## src/rtl/sleep_wake_ctl.sv

```systemverilog
module sleep_wake_ctl #(
  parameter int PC_W  = 11,
  parameter int N_IRQ = 4,
  parameter int WDT_W = 8,
  parameter logic [PC_W-1:0] VEC_ADDR = 'h4,
  parameter logic [PC_W-1:0] RST_VEC  = 'h0
) (
  input  logic             clk,
  input  logic             por_n,
  input  logic             dev_rst,
  input  logic             sleep_req,
  input  logic [PC_W-1:0]  sleep_pc,
  input  logic             wdt_en,
  input  logic             wdt_tick,
  input  logic [N_IRQ-1:0] irq_flag,
  input  logic [N_IRQ-1:0] irq_en,
  input  logic             gie,
  output logic             core_clk_en,
  output logic             pd_flag,
  output logic             to_flag,
  output logic [WDT_W-1:0] wdt_count,
  output logic             resume_req,
  output logic             vector_req,
  output logic             gie_clr,
  output logic             restart_req,
  output logic [PC_W-1:0]  pc_out,
  output logic [PC_W-1:0]  ret_addr
);

  logic            asleep;
  logic            vec_pend;
  logic [PC_W-1:0] next_pc;

  wire wdt_to    = wdt_en & wdt_tick & (&wdt_count);
  wire irq_hit   = |(irq_flag & irq_en);
  wire awake_to  = ~asleep & wdt_to & ~dev_rst;
  wire go_sleep  = ~asleep & sleep_req & ~dev_rst & ~wdt_to & ~vec_pend;
  wire wake_wdt  = asleep & wdt_to & ~dev_rst;
  wire wake_irq  = asleep & irq_hit & ~wdt_to & ~dev_rst;

  assign core_clk_en = ~asleep;
  assign gie_clr     = vector_req;

  always_ff @(posedge clk or negedge por_n) begin
    if (!por_n) begin
      wdt_count <= '0;
    end else if (dev_rst || go_sleep || awake_to) begin
      wdt_count <= '0;
    end else if (wdt_en && wdt_tick) begin
      wdt_count <= wdt_count + 1'b1;
    end
  end

  always_ff @(posedge clk or negedge por_n) begin
    if (!por_n) begin
      asleep      <= 1'b0;
      pd_flag     <= 1'b1;
      to_flag     <= 1'b1;
      resume_req  <= 1'b0;
      vector_req  <= 1'b0;
      restart_req <= 1'b0;
      vec_pend    <= 1'b0;
      next_pc     <= RST_VEC;
      pc_out      <= RST_VEC;
      ret_addr    <= RST_VEC;
    end else begin
      resume_req  <= 1'b0;
      vector_req  <= 1'b0;
      restart_req <= 1'b0;
      if (dev_rst) begin
        asleep      <= 1'b0;
        vec_pend    <= 1'b0;
        restart_req <= 1'b1;
        pc_out      <= RST_VEC;
      end else if (awake_to) begin
        vec_pend    <= 1'b0;
        restart_req <= 1'b1;
        pc_out      <= RST_VEC;
        to_flag     <= 1'b0;
        pd_flag     <= 1'b1;
      end else if (go_sleep) begin
        asleep  <= 1'b1;
        pd_flag <= 1'b0;
        to_flag <= 1'b1;
        next_pc <= sleep_pc + 1'b1;
      end else if (wake_wdt || wake_irq) begin
        asleep     <= 1'b0;
        resume_req <= 1'b1;
        pc_out     <= next_pc;
        vec_pend   <= wake_irq & gie;
        if (wake_wdt) to_flag <= 1'b0;
      end else if (vec_pend) begin
        vec_pend   <= 1'b0;
        vector_req <= 1'b1;
        pc_out     <= VEC_ADDR;
        ret_addr   <= next_pc + 1'b1;
      end
    end
  end

  AST_SLEEP_ENTRY: assert property (@(posedge clk) disable iff (!por_n)
    go_sleep |=> (!core_clk_en && !pd_flag && to_flag && wdt_count == '0));
  AST_ASLEEP_PD: assert property (@(posedge clk) disable iff (!por_n)
    !core_clk_en |-> !pd_flag);
  AST_WDT_STEP: assert property (@(posedge clk) disable iff (!por_n)
    (wdt_en && wdt_tick && !dev_rst && !go_sleep && !awake_to)
      |=> wdt_count == WDT_W'($past(wdt_count) + 1'b1));
  AST_WAKE_REQ: assert property (@(posedge clk) disable iff (!por_n)
    $rose(core_clk_en) |-> (resume_req || restart_req));
  AST_TO_FALL: assert property (@(posedge clk) disable iff (!por_n)
    $fell(to_flag) |-> (resume_req || restart_req));
  AST_MASKED_STAY: assert property (@(posedge clk) disable iff (!por_n)
    (!core_clk_en && !dev_rst && !wdt_to && !irq_hit) |=> !core_clk_en);
  AST_VEC_SEQ: assert property (@(posedge clk) disable iff (!por_n)
    vector_req |-> ($past(resume_req) && pc_out == VEC_ADDR));
  AST_REQ_EXCL: assert property (@(posedge clk) disable iff (!por_n)
    $onehot0({resume_req, vector_req, restart_req}));

endmodule

```

## config.mk

```make
export PLATFORM = sky130hd
export DESIGN_NAME = sleep_wake_ctl
export DESIGN_NICKNAME = d
export VERILOG_FILES = /design/src/rtl/sleep_wake_ctl.sv
export SDC_FILE = /design/constraint.sdc
export NUM_CORES = 1
export LEC_CHECK = 0
export ABC_AREA = 1
export ABC_CLOCK_PERIOD_IN_PS = 2000
export BUFFER_PORTS_ARGS = -buffer_cell sky130_fd_sc_hd__buf_2
export CORE_ASPECT_RATIO = 1.5
export CORE_MARGIN = 3
export CORE_UTILIZATION = 53
export DETAILED_ROUTE_END_ITERATION = 8
export PLACE_DENSITY = 0.86
export SLEW_MARGIN = 10
export SYNTH_ARGS = -nofsm -noshare
export SYNTH_HDL_FRONTEND = slang
export SYNTH_SLANG_ARGS = --single-unit
export TNS_END_PERCENT = 1
```

## constraint.sdc

```tcl
create_clock -name clk -period 2 [get_ports clk]
set_input_delay 0.1 -clock clk [delete_from_list [all_inputs] [get_ports clk]]
set_output_delay 0.1 -clock clk [all_outputs]
set_load 0.01 [all_outputs]
```

# After elaboration in Yosys (flattened, before gate mapping)
# Index checks and enable logic that the tools add are counted.
# op_classes
add_sub_neg	3
n_mul	0
n_div	0
magnitude_cmp	0
eq_ne	2
shift	0
mux	32
n_bitwise	22
reduce_logical	18
# ops
op	n
$mux 11	5
$mux 1	25
$add 11x1->11 const B	2
$mux 8	2
$and 1x1->1	14
$reduce_bool 3->1	3
$add 8x1->8 const B	1
$reduce_and 8->1	1
$not 1->1	7
$reduce_and 2->1	3
$reduce_and 3->1	2
$reduce_and 5->1	1
$and 4x4->4	1
$reduce_bool 2->1	2
$reduce_bool 4->1	1
$reduce_or 4->1	1
$logic_or 1x1->1	3
$ne 3x3->1 const B	1
$ne 2x2->1 const B	1
$logic_and 1x1->1	1
# word_totals
reg_bits	48
latchBits	0
ram_bits	0
mem_bits_ro	0
input_bits	26
out_inout_bits	37
wordCells	88
n_memories	0

# Depth between registers and ports, before layout
# depth
word_depth	10
depth_mapped	10
mapped_depth_nobuf	10

# Worst setup path after synthesis
# No wires, ideal clock.
# synth_path
path_type	register to register
from	reg wdt_count[0]
to	reg ret_addr[7]
setup_time_ps	119
arrival_time_ps	1356
t_required_ps	1881
setup_slack_ps	525
stages_incl_launch_ff	10
n_path_buf	1
period_less_slack_ps	1475
cell_sequence	dfrtp_1 -> ha_1 -> nand2_1 -> nor2_2 -> nand2_1 -> nand2_2 -> nand2_4 -> buf_4 -> nand4_1 -> nand2_1
# synth_via
elab_chain_cells	8
elab_cells_between_ends	16
classes_between	13 x bitwise; 3 x reduce/logical
# synth_rtl
item	line	rtl
start, declared	21	output logic [WDT_W-1:0] wdt_count,
start signal, assigned	50	wdt_count <= wdt_count + 1'b1;
$reduce_and 8->1 *	34	wire wdt_to = wdt_en & wdt_tick & (&wdt_count);
$and 1x1->1 *	34	
$not 1->1	37, 39	
$and 1x1->1 (2 in a row)	39	wire wake_irq = asleep & irq_hit & ~wdt_to & ~dev_rst;
$logic_or 1x1->1	86	end else if (wake_wdt || wake_irq) begin
$not 1->1 (no source line)	--	
$reduce_and 5->1 (no source line) *	--	
end signal, assigned	96	ret_addr <= next_pc + 1'b1;
end, declared	27	output logic [PC_W-1:0] ret_addr
# Mark *: on every way between the ends. The rest lies on a longest branch, timed or not.
# A chain may end at the register's enable or synchronous reset.

# Final worst setup path
# layout_path
from	reg wdt_count[0]
to	reg ret_addr[5]
# The elaborated chain is that of the path after synthesis.

==> metrics.cfg <==
[sta]
period_minus_slack_ps = 1670
worst_pin_slew_ps = 443
hold_slack_ps = 19.5
setup_viol = 0
max_freq_mhz = 597
timing.final.crit_share_pct = 83.7
setup-tns-final_ps = 0
rsz0062_at_grt = false
report.final.slew_viol_count = 0
hold_viol_final = 0
slew_headroom_pct = 70.5
finalClockSkew_ps = 6.66

[clock_network]
cts.path.max_buffers = 2
post-cts-setup-buffers = 0
clk_pin_slew_ps = 80
cts_buffers = 5
post_cts_resize_count = 0
postCtsHoldBufs = 1
insertion_delay_ps = 290
cts_sinks = 48
clockRootBuffer = clkbuf_8
cts_tree = yes
h-tree-depth = 2

[run]
maxCapViolations = 0

[route]
vias = 2257
viasPerCell = 5.14
ant_nets = 0
avgRoutedWirePerCell_um = 12.3
drc = 0
first_iter_violations = 77
drtPass1Iterations = 4
routed_wl_um = 5410

[die]
coreArea_um2 = 4620
die_w_um = 62.8
boundaryPins = 63
die_h_um = 91.2
die_area_um2 = 5730
initial_core_util_pct = 55.6
rows = 30

[place]
hpwl_um = 4330
place_congestion = 0.877
placed_cells = 430
io_buffers = 62

[critical_path]
rr_worst_depth = 9
worstPathMaxFanout = 25
critPathRequiredTime_ps = 2180
startpoint_type = register
arrival_ps = 1850
cp-end-kind = register
worstSetupPathType = register to register

[synth]
synth-async-reset-ratio_pct = 100
synth.avg_cell_area_um2 = 8.20
synthCells = 313
synth_top_area_cell = dfrtp_1
ys_types = 31
syn_nets = 342
yosysWarnings = 0
synth_seq_cells = 48
yosys-top-cells-area = dfrtp_1 45%, nand2_1 15%, nand4_1 7.3%, xor2_1 3.8%, inv_1 3.7%
ys.flop_type = dfrtp_1
synth_enable_flop_cells = 0
yosysTopAreaCellShare_pct = 44.8
seq_area_frac_synth_pct = 46.9
syn_area_um2 = 2570

[run_status]
status = complete, no violations

[global_route]
grt_remaining_overflow = 0
grt_max_degree = 29
grt_pass1_vias = 2160
antenna_found_initial = 0
grt_pass1_wl_um = 9450
grt_usage_pct = 20.3

[power_and_ir_drop]
total_power_w = 0.00228
p_per_area_nw_per_um2 = 763
leakage_nw = 1.61
peakVddDrop_v = 0.000464

[finish]
drive_gt1_share_pct = 24.5
num_antenna_cells = 0
layout.nets = 403
final_cells = 439
syn_to_final_growth_pct = 16.3

[worst_hold_path]
min_path_cells = 2
holdCritPathClass = input pin to register

[final cells by class]
cell class / instances / area (µm²)
clock buffers: 6 / 82.6
clock inverters: 2 / 10.0
fillers: 406 / 1630
inverters: 28 / 113
multi-input cells: 225 / 1150
flip-flops and latches: 48 / 1200
well taps: 64 / 80.1
repair buffers: 66 / 343
[power breakdown]
group          switching (W)  leakage (nW)  internal (W)
Sequential          0.000102         0.627       0.00110
Clock               0.000300        0.0510      0.000276
Combinational       0.000306         0.936      0.000195
[final timing paths]
| check | start | endpoint | slack [ps] |
|---|---|---|---|
| max | wdt_count[0] | ret_addr[5] | 330 |
| min | dev_rst | asleep | 20 |
| max reg2reg | wdt_count[0] | ret_addr[5] | 330 |
| min reg2reg | ret_addr[4] | ret_addr[4] | 470 |
| max in group asynchronous | por_n | to_flag | 980 |
| min in group asynchronous | por_n | ret_addr[8] | 280 |
[per-layer routing]
| layer | vias up | wire length, µm | track usage (%) |
|---|---|---|---|
| met5 | - | 0 | 0 |
| met4 | 0 | 61 | 6.45 |
| met3 | 6 | 198 | 3.47 |
| met2 | 60 | 2990 | 37.5 |
| met1 | 1047 | 2160 | 23.6 |
| li1 | 1144 | - | - |
[worst max-delay path, cell delays in order (launching register included)]
cell and delay, ps:
dfrtp_1 430, ha_1 240, nand2_1 80, nor2_2 50, nand2_1 60, nand2_2 80
nand2_4 240, nand3_4 190, nand2_1 120, nand2_1 60
[cells in the mapped netlist (2+ instances only)]
cell	number
nand2_1	104
dfrtp_1	46
nand4_1	30
inv_1	25
nor2_1	20
nand3_1	18
xor2_1	11
nor3_1	9
o21ai_1	6
nand2_2	4
o21ai_2	4
xnor2_1	4
buf_2	3
buf_4	3
ha_1	3
a21oi_1	2
buf_6	2
buf_8	2
dfstp_2	2
nand2_4	2
nand3b_1	2
nor2_4	2
[cell families (layout without fill, tap and decap cells)]
family	after synthesis	after routing	synth area share (%)
AO/OA/AOI/OAI	14	14	3.41
AND/OR/NAND/NOR	193	193	34.9
buffers and inverters	40	102	8.19
XOR/XNOR	15	15	5.12
adder cells (fa/ha/maj)	3	3	1.46
flip-flops	48	48	46.9
[registers in the layout, indices dropped and copies added, names as in the netlist]
| signal | cells |
|---|---|
| asleep | 1 |
| ret_addr | 11 |
| to_flag | 1 |
| next_pc | 11 |
| gie_clr | 1 |
| resume_req | 1 |
| vec_pend | 1 |
| pd_flag | 1 |
| restart_req | 1 |
| pc_out | 11 |
| wdt_count | 8 |
[cell usage in the layout, fill, tap and decap left out, drive strengths merged]
cell and n:
a21oi 2, buf 65, clkbuf 6, clkinv 2, dfrtp 46, dfstp 2
dlygate4sd3 1, ha 3, inv 28, nand2 110, nand3 19, nand3b 2
nand4 30, nor2 23, nor3 9, o21ai 11, o31ai 1, xnor2 4
xor2 11
[metrics by stage]
step / setup slack, ps / util, % / cell area, µm²
3_5_place_dp: 336 / 62.4 / 2880
3_3_place_gp: 421 / 62.4 / 2880
4_1_cts: 323 / 64.7 / 2990
2_1_floorplan: 525 / - / 2570
5_1_grt: 172 / 64.7 / 2990
6_report: 326 / 64.7 / 2990
No activity file was read; power rests on OpenSTA's default activity.
